==> src/rtl/cvt_cfg_pkg.sv <==
package cvt_cfg_pkg;
  localparam int unsigned DATA_W   = 32;
  localparam int unsigned MODE_W   = 5;
  localparam int unsigned OFF_CMD  = 'h000;
  localparam int unsigned OFF_MODE = 'h020;
  localparam int unsigned OFF_PORT = 'h100;
  localparam int unsigned OFF_RUN  = 'h114;
  localparam int unsigned OFF_SSPD = 'h304;
  localparam int unsigned OFF_SDUP = 'h308;

  localparam logic [DATA_W-1:0] KEY0 = 32'h0000_00A5;
  localparam logic [DATA_W-1:0] KEY1 = 32'h0000_0001;
  localparam logic [DATA_W-1:0] KEY2 = 32'h0000_FFFE;
  localparam logic [DATA_W-1:0] KEY3 = 32'h0000_0001;

  typedef enum logic [1:0] {SEQ_IDLE, SEQ_K1, SEQ_K2, SEQ_K3} seq_e;

  typedef struct packed {
    logic [1:0] speed;
    logic [1:0] ifmode;
    logic       fdx;
  } port_cfg_t;
endpackage

==> src/rtl/cvt_unlock_seq.sv <==
module cvt_unlock_seq
  import cvt_cfg_pkg::*;
(
  input  logic              clk_i,
  input  logic              rst_ni,
  input  logic              cmd_wr_i,
  input  logic [DATA_W-1:0] wdata_i,
  output logic              unlocked_o
);
  seq_e st_q;
  logic unl_q;

  always_ff @(posedge clk_i or negedge rst_ni) begin
    if (!rst_ni) begin
      st_q  <= SEQ_IDLE;
      unl_q <= 1'b0;
    end else if (cmd_wr_i && !unl_q) begin
      unique case (st_q)
        SEQ_IDLE: st_q <= (wdata_i == KEY0) ? SEQ_K1 : SEQ_IDLE;
        SEQ_K1:   st_q <= (wdata_i == KEY1) ? SEQ_K2 : SEQ_IDLE;
        SEQ_K2:   st_q <= (wdata_i == KEY2) ? SEQ_K3 : SEQ_IDLE;
        SEQ_K3: begin
          st_q  <= SEQ_IDLE;
          unl_q <= (wdata_i == KEY3);
        end
        default:  st_q <= SEQ_IDLE;
      endcase
    end
  end

  assign unlocked_o = unl_q;
endmodule

==> src/rtl/cvt_port_reg.sv <==
module cvt_port_reg
  import cvt_cfg_pkg::*;
(
  input  logic              clk_i,
  input  logic              rst_ni,
  input  logic              wr_i,
  input  logic [DATA_W-1:0] wdata_i,
  input  logic              link_i,
  input  logic              dup_i,
  input  logic [1:0]        spd_i,
  output port_cfg_t         cfg_o,
  output logic [DATA_W-1:0] word_o
);
  port_cfg_t cfg_q;

  always_ff @(posedge clk_i or negedge rst_ni) begin
    if (!rst_ni) cfg_q <= '0;
    else if (wr_i) begin
      cfg_q.speed  <= wdata_i[1:0];
      cfg_q.ifmode <= wdata_i[3:2];
      cfg_q.fdx    <= wdata_i[8];
    end
  end

  assign cfg_o  = cfg_q;
  // status bits come straight from the pins
  assign word_o = {16'b0, spd_i, dup_i, link_i, 3'b0, cfg_q.fdx, 4'b0,
                   cfg_q.ifmode, cfg_q.speed};
endmodule

==> src/rtl/cvt_cfg_bank.sv <==
module cvt_cfg_bank
  import cvt_cfg_pkg::*;
#(
  parameter int unsigned NPORT  = 5,
  parameter int unsigned ADDR_W = 12
) (
  input  logic                clk_i,
  input  logic                rst_ni,
  input  logic [ADDR_W-1:0]   addr_i,
  input  logic                wr_i,
  input  logic [DATA_W-1:0]   wdata_i,
  input  logic                rd_i,
  output logic [DATA_W-1:0]   rdata_o,
  input  logic [NPORT-1:0]    rgmii_link_i,
  input  logic [NPORT-1:0]    rgmii_dup_i,
  input  logic [2*NPORT-1:0]  rgmii_spd_i,
  output logic [MODE_W-1:0]   sw_mode_o,
  output logic [2*NPORT-1:0]  port_speed_o,
  output logic [2*NPORT-1:0]  port_if_o,
  output logic [NPORT-1:0]    port_fdx_o,
  output logic [NPORT-1:0]    port_run_o,
  output logic [NPORT-1:0]    sw_spd_ovr_o,
  output logic [NPORT-1:0]    sw_dup_ovr_o,
  output logic                lock_err_o
);
  localparam logic [ADDR_W-1:0] A_CMD  = ADDR_W'(OFF_CMD);
  localparam logic [ADDR_W-1:0] A_MODE = ADDR_W'(OFF_MODE);
  localparam logic [ADDR_W-1:0] A_RUN  = ADDR_W'(OFF_RUN);
  localparam logic [ADDR_W-1:0] A_SSPD = ADDR_W'(OFF_SSPD);
  localparam logic [ADDR_W-1:0] A_SDUP = ADDR_W'(OFF_SDUP);

  function automatic logic [ADDR_W-1:0] port_addr(int unsigned p);
    return ADDR_W'(OFF_PORT + 4 * p);
  endfunction

  logic                unlocked;
  logic [MODE_W-1:0]   mode_q;
  logic                err_q;
  logic [NPORT-1:0]    run_q, sspd_q, sdup_q;
  logic [DATA_W-1:0]   port_word [NPORT];
  logic [DATA_W-1:0]   rd_val;

  cvt_unlock_seq u_seq (
    .clk_i      (clk_i),
    .rst_ni     (rst_ni),
    .cmd_wr_i   (wr_i && addr_i == A_CMD),
    .wdata_i    (wdata_i),
    .unlocked_o (unlocked)
  );

  for (genvar p = 0; p < NPORT; p++) begin : g_port
    port_cfg_t cfg;
    cvt_port_reg u_port (
      .clk_i   (clk_i),
      .rst_ni  (rst_ni),
      .wr_i    (wr_i && addr_i == port_addr(p)),
      .wdata_i (wdata_i),
      .link_i  (rgmii_link_i[p]),
      .dup_i   (rgmii_dup_i[p]),
      .spd_i   (rgmii_spd_i[2*p +: 2]),
      .cfg_o   (cfg),
      .word_o  (port_word[p])
    );
    assign port_speed_o[2*p +: 2] = cfg.speed;
    assign port_if_o[2*p +: 2]    = cfg.ifmode;
    assign port_fdx_o[p]          = cfg.fdx;
  end

  always_ff @(posedge clk_i or negedge rst_ni) begin
    if (!rst_ni) begin
      mode_q <= '0;
      err_q  <= 1'b0;
      run_q  <= '0;
      sspd_q <= '0;
      sdup_q <= '0;
    end else if (wr_i) begin
      if (addr_i == A_MODE) begin
        if (unlocked) mode_q <= wdata_i[MODE_W-1:0];
        else          err_q  <= 1'b1;
      end
      if (addr_i == A_RUN)  run_q  <= wdata_i[NPORT-1:0];
      if (addr_i == A_SSPD) sspd_q <= wdata_i[NPORT-1:0];
      if (addr_i == A_SDUP) sdup_q <= wdata_i[NPORT-1:0];
    end
  end

  always_comb begin
    rd_val = '0;
    if (addr_i == A_MODE) rd_val = DATA_W'(mode_q);
    if (addr_i == A_RUN)  rd_val = DATA_W'(run_q);
    if (addr_i == A_SSPD) rd_val = DATA_W'(sspd_q);
    if (addr_i == A_SDUP) rd_val = DATA_W'(sdup_q);
    for (int unsigned p = 0; p < NPORT; p++)
      if (addr_i == port_addr(p)) rd_val = port_word[p];
  end

  always_ff @(posedge clk_i or negedge rst_ni) begin
    if (!rst_ni)   rdata_o <= '0;
    else if (rd_i) rdata_o <= rd_val;
  end

  assign sw_mode_o    = mode_q;
  assign port_run_o   = run_q;
  assign sw_spd_ovr_o = sspd_q;
  assign sw_dup_ovr_o = sdup_q;
  assign lock_err_o   = err_q;
endmodule

==> config.mk <==
export PLATFORM = sky130hd
export DESIGN_NAME = cvt_cfg_bank
export DESIGN_NICKNAME = d
export VERILOG_FILES = /design/src/rtl/cvt_cfg_pkg.sv /design/src/rtl/cvt_unlock_seq.sv /design/src/rtl/cvt_port_reg.sv /design/src/rtl/cvt_cfg_bank.sv
export SDC_FILE = /design/constraint.sdc
export NUM_CORES = 1
export LEC_CHECK = 0
export ABC_AREA = 0
export BUFFER_PORTS_ARGS = -buffer_cell sky130_fd_sc_hd__buf_4
export CAP_MARGIN = 20
export CORE_MARGIN = 4
export CORE_UTILIZATION = 52
export CTS_CLUSTER_DIAMETER = 150
export DETAILED_ROUTE_END_ITERATION = 10
export HOLD_SLACK_MARGIN = 0.1
export PLACE_DENSITY = 0.93
export SLEW_MARGIN = 30
export SYNTH_ARGS = -nofsm -noshare
export SYNTH_HDL_FRONTEND = slang
export SYNTH_SLANG_ARGS = --single-unit
==> constraint.sdc <==
create_clock -name clk_i -period 2 [get_ports clk_i]
set_clock_uncertainty 0.15 [all_clocks]
set_input_delay 0.2 -clock clk_i [delete_from_list [all_inputs] [get_ports clk_i]]
set_output_delay 0.2 -clock clk_i [all_outputs]
set_load 0.1 [all_outputs]
==> results of run 1 <==
final cells by class:
| cell class | instances | area [sq um] |
|---|---|---|
| Inverter | 3 | 11.3 |
| Multi-Input combinational cell | 240 | 1800 |
| Clock inverter | 5 | 38.8 |
| Timing Repair Buffer | 178 | 1380 |
| Sequential cell | 59 | 1480 |
| Fill cell | 397 | 1450 |
| Tap cell | 77 | 96.3 |
| Clock buffer | 11 | 141 |
cells by family after synthesis:
family	synth area share, %
flip-flops	42.8
buffers and inverters	7.94
AO/OA/AOI/OAI	12.6
multiplexers	17.4
AND/OR/NAND/NOR	19.1
other	0.109
per-layer routing:
| layer | up-vias | wire [um] | GRT usage [%] |
|---|---|---|---|
| met5 | - | 0 | 0 |
| met2 | 217 | 5360 | 46.5 |
| met1 | 1641 | 4270 | 34.2 |
| met3 | 34 | 1050 | 5.90 |
| met4 | 0 | 326 | 14.1 |
| li1 | 1530 | - | - |
cell usage in the layout (no fill, tap or decap), types with 3 or more instances in the layout:
master,count
clkinvlp_4,4
o21ai_0,3
or2_2,4
nand4_1,5
a31o_2,3
mux2_1,3
buf_4,161
o22ai_1,8
a221oi_1,6
o211ai_1,6
nand2b_1,8
mux2i_1,5
conb_1,22
nand3_1,5
dlygate4sd3_1,17
inv_1,3
nor2_1,18
and4_1,3
clkbuf_8,10
dfrtp_1,59
mux2_4,10
nand2_1,18
nor4_1,14
a21oi_1,12
mux2_2,33
a2bb2oi_1,4
nor3_1,7
power groups by stage:
| stage | logic, uW | registers (uW) | clock network [uW] |
|---|---|---|---|
| 3_3_place_gp | 554 | 1230 | 0 |
| 2_1_floorplan | 312 | 1300 | 0 |
| 6_report | 596 | 1210 | 970 |
| 3_5_place_dp | 564 | 1230 | 0 |
| 4_1_cts | 591 | 1210 | 985 |
| 5_1_grt | 624 | 1210 | 1050 |
what timing repair did:
item,in CTS,in global routing
hold endpoints to repair,109,0
gates resized for setup,0,2
endpoints found under the setup margin,0,2
hold buffers,17,0
sequential cells by signal (all words and copies together) (netlist names):
name and flops:
lock_err_o 1, sw_dup_ovr_o 5, sw_mode_o 5, g_port.u_port.cfg_o 25
port_run_o 5, u_seq.unlocked_o 1, rdata_o 10, sw_spd_ovr_o 5
u_seq.st_q 2
stage by stage:
step	util, %	power, uW	hold slack (ps)	cells
floorplan	-	1610	-246	342
global placement	71.7	1790	145	540
detailed placement	71.7	1800	159	540
CTS	77.2	2790	100	573
global route	77.4	2890	110	573
finish	77.4	2780	101	573
worst max-delay path: cells and delay by family:
family	cells	cell delay, ps
and+or+nand+nor	4	1250
muxes	1	300
buffers and inverters	2	280
worst max-delay path by stage:
stage,startpoint,end,slack [ps],cells after the start
after floorplan,addr_i[2],sw_mode_o[0]$_DFFE_PN0P_,-150,8
after global placement,addr_i[1],sw_mode_o[0]$_DFFE_PN0P_,-240,7
after detailed placement,addr_i[1],sw_mode_o[4]$_DFFE_PN0P_,-280,7
after CTS,addr_i[1],sw_mode_o[2]$_DFFE_PN0P_,70,7
after global routing,wdata_i[8],u_seq.st_q[1]$_DFFE_PN0P_,-60,7
final,addr_i[1],sw_mode_o[2]$_DFFE_PN0P_,50,7
==> impl_metrics.py, run 1 <==
metrics = {
    "status": {
        "status": "finished clean",
    },
    "power_and_ir_drop": {
        "irDropWorstVdd_mv": 0.497,
        "p_leak_uw": 0.00244,
        "swShare_pct": 32.6,
        "seq_power_share_pct": 43.6,
        "powerDensity_mw_per_mm2": 562,
        "p_int_uw": 1870,
        "pwr-share-clk_pct": 34.9,
        "power_frac_comb_pct": 21.5,
        "switchingPower_uw": 907,
    },
    "detailed_routing": {
        "wl_per_cell_um": 19.2,
        "drt-total-wl_um": 11000,
        "dr_total_vias": 3422,
        "vias_per_cell": 5.97,
        "first_pass_iters": 5,
        "first_iter_violations": 350,
        "drc_errors": 0,
        "detail-route-antenna-nets": 0,
    },
    "min_path": {
        "hold_end": "rdata_o[12]$_DFFE_PN0P_",
        "min-delay-start": "rgmii_link_i[3]",
        "hold_path_class": "input pin to register",
        "holdPathStages": 4,
    },
    "logic_synthesis": {
        "syn_avg_cell_area_sq_um": 10.8,
        "synth_top_area_share_pct": 42.8,
        "ys_ff_latch": 59,
        "postSynthCellCount": 321,
        "synth_edf_count": 0,
        "syn_area_sq_mm": 0.00345,
        "synth_seq_area_share_pct": 42.8,
        "synthFlopType": "dfrtp_1",
        "synth.area.top_cells": "dfrtp_1 (43%), mux2_2 (11%), buf_4 (5.0%), mux2_4 (3.9%), nor4_1 (2.7%)",
        "async_flop_share_pct": 100,
        "yosys.area.top_type": "dfrtp_1",
        "synthDistinctLibCells": 55,
        "yosysWarnings": 0,
        "synth_most_common_cell": "dfrtp_1",
        "netlist_top_cells_count": "dfrtp_1 (59), mux2_2 (33), buf_4 (23), nand2_1 (18), nor2_1 (18)",
    },
    "global_routing": {
        "grt_max_degree": 60,
        "antenna_found_initial": 0,
        "grt_use_total_pct": 27.9,
        "first_global_vias": 3459,
        "grt-ovfl-total": 0,
        "grt_pass1_wl_um": 16700,
    },
    "critical_path": {
        "cp_max_fo": 5,
        "cp_cell_sequence": "buf_4 > or4_4 > nor4_4 > and4b_1 > and3_1 > buf_4 > mux2_4",
        "rr_worst_depth": 4,
        "critPathMaxStageDelay_ps": 570,
        "crit_top_cell": "buf_4",
        "end_kind": "register",
        "path_class": "input pin to register",
        "r2r_end": "u_seq.st_q[0]$_DFFE_PN0P_",
        "arrival_ps": 2030,
        "worst-endpoint-required_ps": 2070,
        "cp-start-kind": "input pin",
        "regToRegStartpoint": "u_seq.st_q[1]$_DFFE_PN0P_",
        "reg2reg_slack_ps": 540,
        "worst_path_max_delay_cell": "or4_4",
    },
    "cells_and_area": {
        "drive_gt1_share_pct": 47.6,
        "diodes": 0,
        "synthToLayoutAreaGrowth_pct": 43.2,
        "finalInstanceArea_sq_mm": 0.00494,
        "final_nets": 559,
    },
    "floorplan": {
        "pin_count": 146,
        "start_util_pct": 54.0,
        "core_area_sq_mm": 0.00639,
        "fp.dieArea_sq_mm": 0.00800,
        "die_w_um": 89.5,
        "core.rowCount": 29,
        "die_h_um": 89.5,
    },
    "clocking": {
        "cts_tree": "done",
        "cts_setup_buffers": 0,
        "clkSinkCount": 59,
        "cts_buffer_depth": 2,
        "cts-root-buf": "clkbuf_8",
        "path_clk_slew_ps": 70,
        "cts_inserted_buffers": 9,
        "clock_tree.htree_level_count": 3,
        "clk_latency_ps": 340,
    },
    "placement": {
        "place.gp.congestion": 1.03,
        "dpl_cell_area_sq_mm": 0.00458,
        "preCtsSetupSlack_ps": -282,
        "dpl.hpwl_um": 8510,
        "port_buffers": 123,
    },
    "timing": {
        "worst_pin_slew_ps": 723,
        "period_share_pct": 97.6,
        "max_freq_mhz": 512,
        "setup_tns_ps": 0,
        "period_needed_ps": 1950,
        "worst_slack_ps": 47.7,
        "setup_viol": 0,
        "slew_violations": 0,
        "hold_viol": 0,
        "slew_headroom_pct": 51.8,
    },
    "run": {
        "drv_cap": 0,
    },
}
(Power assumes the default switching activity.)
==> run 2, diff against run 1 <==
PLACE_DENSITY = 0.89   (was 0.93)
==> run 2 against run 1 <==
First-iteration DRC count fell by 17%. Die area did not move. Critical path depth did not move. Final area rose by 0.46%. Flip-flop and latch count did not move. Clock-buffer cell count rose by 4. Sequential share of layout area fell by 0.14 points. Register-to-register slack improved by 40 ps. Non-clock buffer count fell by 1. Via count fell by 1.2%. Sequential power barely moved. Critical endpoint is now sw_mode_o[3]$_DFFE_PN0P_. Highest routed layer unchanged.
==> impl_metrics.py, run 2 (synthesized netlist as in run 1, its figures left out) <==
metrics = {
    "critical_path": {
        "regToRegStartpoint": "u_seq.st_q[1]$_DFFE_PN0P_",
        "cp-start-kind": "input pin",
        "critPathLaunch": "addr_i[1]",
        "end_kind": "register",
        "path_class": "input pin to register",
        "arrival_ps": 2010,
        "cp_max_fo": 5,
        "worst-endpoint-required_ps": 2080,
    },
    "floorplan": {
        "start_util_pct": 54.0,
        "pin_count": 146,
        "core.rowCount": 29,
        "die_w_um": 89.5,
        "fp.dieArea_sq_mm": 0.00800,
        "die_h_um": 89.5,
        "core_area_sq_mm": 0.00639,
    },
    "timing": {
        "worst_pin_slew_ps": 744,
        "period_needed_ps": 1930,
        "whs_ps": 132,
        "slew_headroom_pct": 50.4,
        "worst_slack_ps": 67.3,
        "slew_violations": 0,
        "setup_viol": 0,
        "max_freq_mhz": 517,
        "period_share_pct": 96.6,
        "hold_viol": 0,
    },
    "detailed_routing": {
        "drc_errors": 0,
        "first_pass_iters": 5,
        "vias_per_cell": 5.91,
        "detail-route-antenna-nets": 0,
        "first_iter_violations": 290,
        "drt-total-wl_um": 11300,
        "wl_per_cell_um": 19.7,
        "dr_total_vias": 3380,
    },
    "global_routing": {
        "first_global_vias": 3410,
        "grt_pass1_wl_um": 17400,
        "grt-ovfl-total": 0,
        "grt_use_total_pct": 29.3,
        "grt_max_degree": 60,
        "antenna_found_initial": 0,
    },
    "placement": {
        "preCtsSetupSlack_ps": -296,
        "dp_cells": 537,
        "dpl_cell_area_sq_mm": 0.00456,
        "dpl.hpwl_um": 8330,
        "place.gp.congestion": 1.01,
        "port_buffers": 123,
    },
    "cells_and_area": {
        "final_cells": 572,
        "final_common_cell": "buf_4",
        "final_nets": 558,
        "nFillCells": 411,
        "diodes": 0,
        "final_cell_mix": "buf_4 (157), dfrtp_1 (59), mux2_2 (33)",
        "synthToLayoutAreaGrowth_pct": 43.8,
        "regArea_sq_mm": 0.00148,
        "multi_input_area_sq_mm": 0.00181,
        "drive_gt1_share_pct": 46.9,
        "finalInstanceArea_sq_mm": 0.00496,
        "largest_reg_flops": 25,
    },
    "power_and_ir_drop": {
        "fin_total_pwr_uw": 2860,
        "p_leak_uw": 0.00246,
        "irDropWorstVdd_mv": 0.419,
        "powerDensity_mw_per_mm2": 575,
    },
    "clocking": {
        "cts_inserted_buffers": 9,
        "cts-root-buf": "clkbuf_8",
        "clock_tree.htree_level_count": 3,
        "path_clk_slew_ps": 60,
        "clkSinkCount": 59,
        "cts_buffer_depth": 2,
        "clk_latency_ps": 340,
        "cts_tree": "done",
    },
    "min_path": {
        "min-delay-start": "wdata_i[5]",
        "hold_path_class": "input pin to register",
    },
    "run": {
        "drv_cap": 0,
    },
    "status": {
        "status": "finished clean",
    },
}
## run 2: path summary, 6_finish.rpt
check / end / slack (ps) / cells past startpoint
worst max-delay path: sw_mode_o[3]$_DFFE_PN0P_ / 70 / 7
worst min register to register: rdata_o[12]$_DFFE_PN0P_ / 340 / 1
worst max register to register: u_seq.st_q[0]$_DFFE_PN0P_ / 580 / 4
max in group asynchronous: port_run_o[2]$_DFFE_PN0P_ / 890 / 2
worst min-delay path: u_seq.unlocked_o$_DFFE_PN0P_ / 130 / 3
min in group asynchronous: g_port[1].u_port.cfg_o[1]$_DFFE_PN0P_ / 320 / 2
## run 2: layout make-up
class | instances | area share (%)
flip-flops and latches | 59 | 29.7
well taps | 77 | 1.94
repair buffers | 177 | 27.8
clock buffers | 15 | 3.76
inverters | 3 | 0.227
clock inverters | 1 | 0.101
multi-input cells | 240 | 36.4
## run 2: routing by layer
metal	share of wire, %	vias up	global-route usage [%]
met5	0	-	0
met4	1.9	0	10.1
met3	10	26	7.74
met2	48	236	47.6
met1	40	1602	37.9
li1	-	1516	-
## run 2: metrics by stage
step	TNS, ps	utilization [%]
after floorplan	-930	-
after global placement	-5730	71.4
after detailed placement	-7470	71.4
after CTS	0	77.3
after global routing	-24.4	77.7
final	0	77.7
## run 2: worst max-delay path, stage by stage
cell     delay, ps
buf_4          110
or4_4          570
nor4_4         250
and4b_1        270
and3_1         180
buf_6          130
mux2_4         300
## run 2: where the power goes
group | internal (uW) | switching (uW)
clock | 584 | 464
sequential | 1200 | 9.31
combinational | 184 | 412
## run 2: what timing repair did
item	CTS	global route
hold endpoints to repair	112	0
hold buffers	19	0
resized for setup	0	4
setup buffers	0	0
endpoints found under the setup margin	0	6
==> run 3, diff against run 2 <==
SETUP_SLACK_MARGIN = 0.3   (was not set)
==> run 3 against run 2 <==
Global-route usage up 4.0 points. Clock-buffer cell count down 5. Flip-flop and latch count unchanged. Sequential share of layout area down 2.0 points. Wire length up 20%. Final area up 7.1%. Clock power up 31%. First-iteration DRC count up 22%. Via count up 9.9%. Critical path depth unchanged. Core utilization up 5.5 points. Total power up 14%. Largest power group is now the clock network.
==> impl_metrics.py, run 3 (synthesized netlist as in run 1, its figures left out) <==
metrics = {
    "status": {
        "status": "finished clean",
    },
    "cells_and_area": {
        "diodes": 0,
        "final_common_cell": "buf_4",
        "largest_reg_flops": 25,
        "multi_input_area_sq_mm": 0.00201,
        "finalInstanceArea_sq_mm": 0.00532,
        "drive_gt1_share_pct": 55.5,
        "synthToLayoutAreaGrowth_pct": 54.0,
        "final_cell_mix": "buf_4 (155), dfrtp_1 (59), mux2_2 (31)",
        "final_cells": 578,
        "final_nets": 564,
        "regArea_sq_mm": 0.00148,
        "nFillCells": 326,
    },
    "detailed_routing": {
        "drt-total-wl_um": 13500,
        "first_pass_iters": 6,
        "first_iter_violations": 355,
        "detail-route-antenna-nets": 0,
        "vias_per_cell": 6.43,
        "wl_per_cell_um": 23.4,
        "drc_errors": 0,
        "dr_total_vias": 3715,
    },
    "critical_path": {
        "critPathLaunch": "addr_i[3]",
        "cp-start-kind": "input pin",
        "worst-endpoint-required_ps": 2080,
        "end_kind": "register",
        "reg2reg_slack_ps": 520,
        "regToRegStartpoint": "g_port[1].u_port.cfg_o[3]$_DFFE_PN0P_",
        "path_class": "input pin to register",
        "arrival_ps": 2000,
        "cp_max_fo": 5,
        "rr_worst_depth": 5,
        "r2r_end": "rdata_o[0]$_DFFE_PN0P_",
    },
    "clocking": {
        "cts_buffer_depth": 2,
        "cts_inserted_buffers": 9,
        "clk_latency_ps": 350,
        "cts-root-buf": "clkbuf_8",
        "clock_tree.htree_level_count": 3,
        "path_clk_slew_ps": 70,
        "clkSinkCount": 59,
        "cts_tree": "done",
    },
    "timing": {
        "slew_violations": 0,
        "setup_viol": 0,
        "max_freq_mhz": 520,
        "hold_viol": 0,
        "slew_headroom_pct": 51.6,
        "period_share_pct": 96.1,
        "grt_setup_unrepaired": "yes",
        "period_needed_ps": 1920,
        "setup_tns_ps": 0,
        "worst_pin_slew_ps": 726,
        "worst_slack_ps": 77.5,
    },
    "floorplan": {
        "pin_count": 146,
        "die_h_um": 89.5,
        "fp.dieArea_sq_mm": 0.00800,
        "start_util_pct": 54.0,
        "core.rowCount": 29,
        "core_area_sq_mm": 0.00639,
        "die_w_um": 89.5,
    },
    "placement": {
        "place.gp.congestion": 0.891,
        "dpl.hpwl_um": 8460,
        "port_buffers": 123,
        "dp_cells": 539,
        "dpl_cell_area_sq_mm": 0.00471,
        "preCtsSetupSlack_ps": -271,
    },
    "min_path": {
        "min-delay-start": "rgmii_link_i[3]",
        "hold_path_class": "input pin to register",
        "holdPathStages": 4,
        "hold_end": "rdata_o[12]$_DFFE_PN0P_",
    },
    "global_routing": {
        "first_global_vias": 3765,
        "grt_use_total_pct": 33.3,
        "grt_pass1_wl_um": 19600,
        "grt_max_degree": 60,
        "antenna_found_initial": 0,
        "grt-ovfl-total": 0,
    },
    "power_and_ir_drop": {
        "irDropWorstVdd_mv": 0.610,
        "powerDensity_mw_per_mm2": 610,
        "p_leak_uw": 0.00259,
        "fin_total_pwr_uw": 3240,
    },
    "run": {
        "drv_cap": 0,
    },
}
[run 3: cell types whose count changed in the layout (fill, tap and decap cells not counted), moves of 4 or more]
| cell | change |
|---|---|
| a21oi_2 | +4 |
| a21oi_1 | -4 |
| nand3_1 | -4 |
| mux2_4 | +5 |
| buf_6 | +10 |
| nor2_1 | -4 |
[run 3: critical path, stage by stage]
cell	delay (ps)
buf_6	90
or4_4	570
nor4_4	210
and4b_1	290
and3_4	200
buf_6	130
mux2_4	310
[run 3: worst max-delay path by stage]
stage	slack (ps)	cells past startpoint	to
global route	80	7	sw_mode_o[4]$_DFFE_PN0P_
CTS	210	7	sw_mode_o[2]$_DFFE_PN0P_
detailed placement	-270	7	sw_mode_o[0]$_DFFE_PN0P_
global placement	-240	7	sw_mode_o[1]$_DFFE_PN0P_
floorplan	-150	8	sw_mode_o[0]$_DFFE_PN0P_
finish	80	7	sw_mode_o[4]$_DFFE_PN0P_
[run 3: per-layer routing]
metal	part of all wire [%]	wire length (um)	global-route usage, %	vias to the layer above
li1	-	-	-	1527
met1	34	4660	40.4	1780
met2	48	6450	54.9	322
met3	11	1490	6.08	86
met4	6.8	923	20.3	0
met5	0	0	0	-
[run 3: what timing repair did]
action,4_1_cts,5_1_grt
pin swaps,15,8
endpoints found under the hold margin,106,0
hold buffers,16,0
resized for setup,18,14
endpoints found under the setup margin,35,45
buffers inserted,5,2
[run 3: layout make-up]
class,count,area share [%]
multi-input combinational,240,37.9
timing repair buffer,183,27.6
inverter,3,0.212
clock inverter,6,2.10
clock buffer,10,2.59
sequential,59,27.8
tap,77,1.81
[run 3: power by group]
part | switching (uW) | total, uW | internal, uW
sequential | 9.05 | 1210 | 1200
combinational | 448 | 653 | 205
clock | 517 | 1380 | 863
total | 975 | 3240 | 2270
[run 3: metrics by stage]
step | hold WS (ps) | utilization, %
floorplan | -246 | -
global placement | 142 | 73.8
detailed placement | 156 | 73.8
CTS | 109 | 81.8
global route | 87.3 | 83.2
finish | 95.7 | 83.2
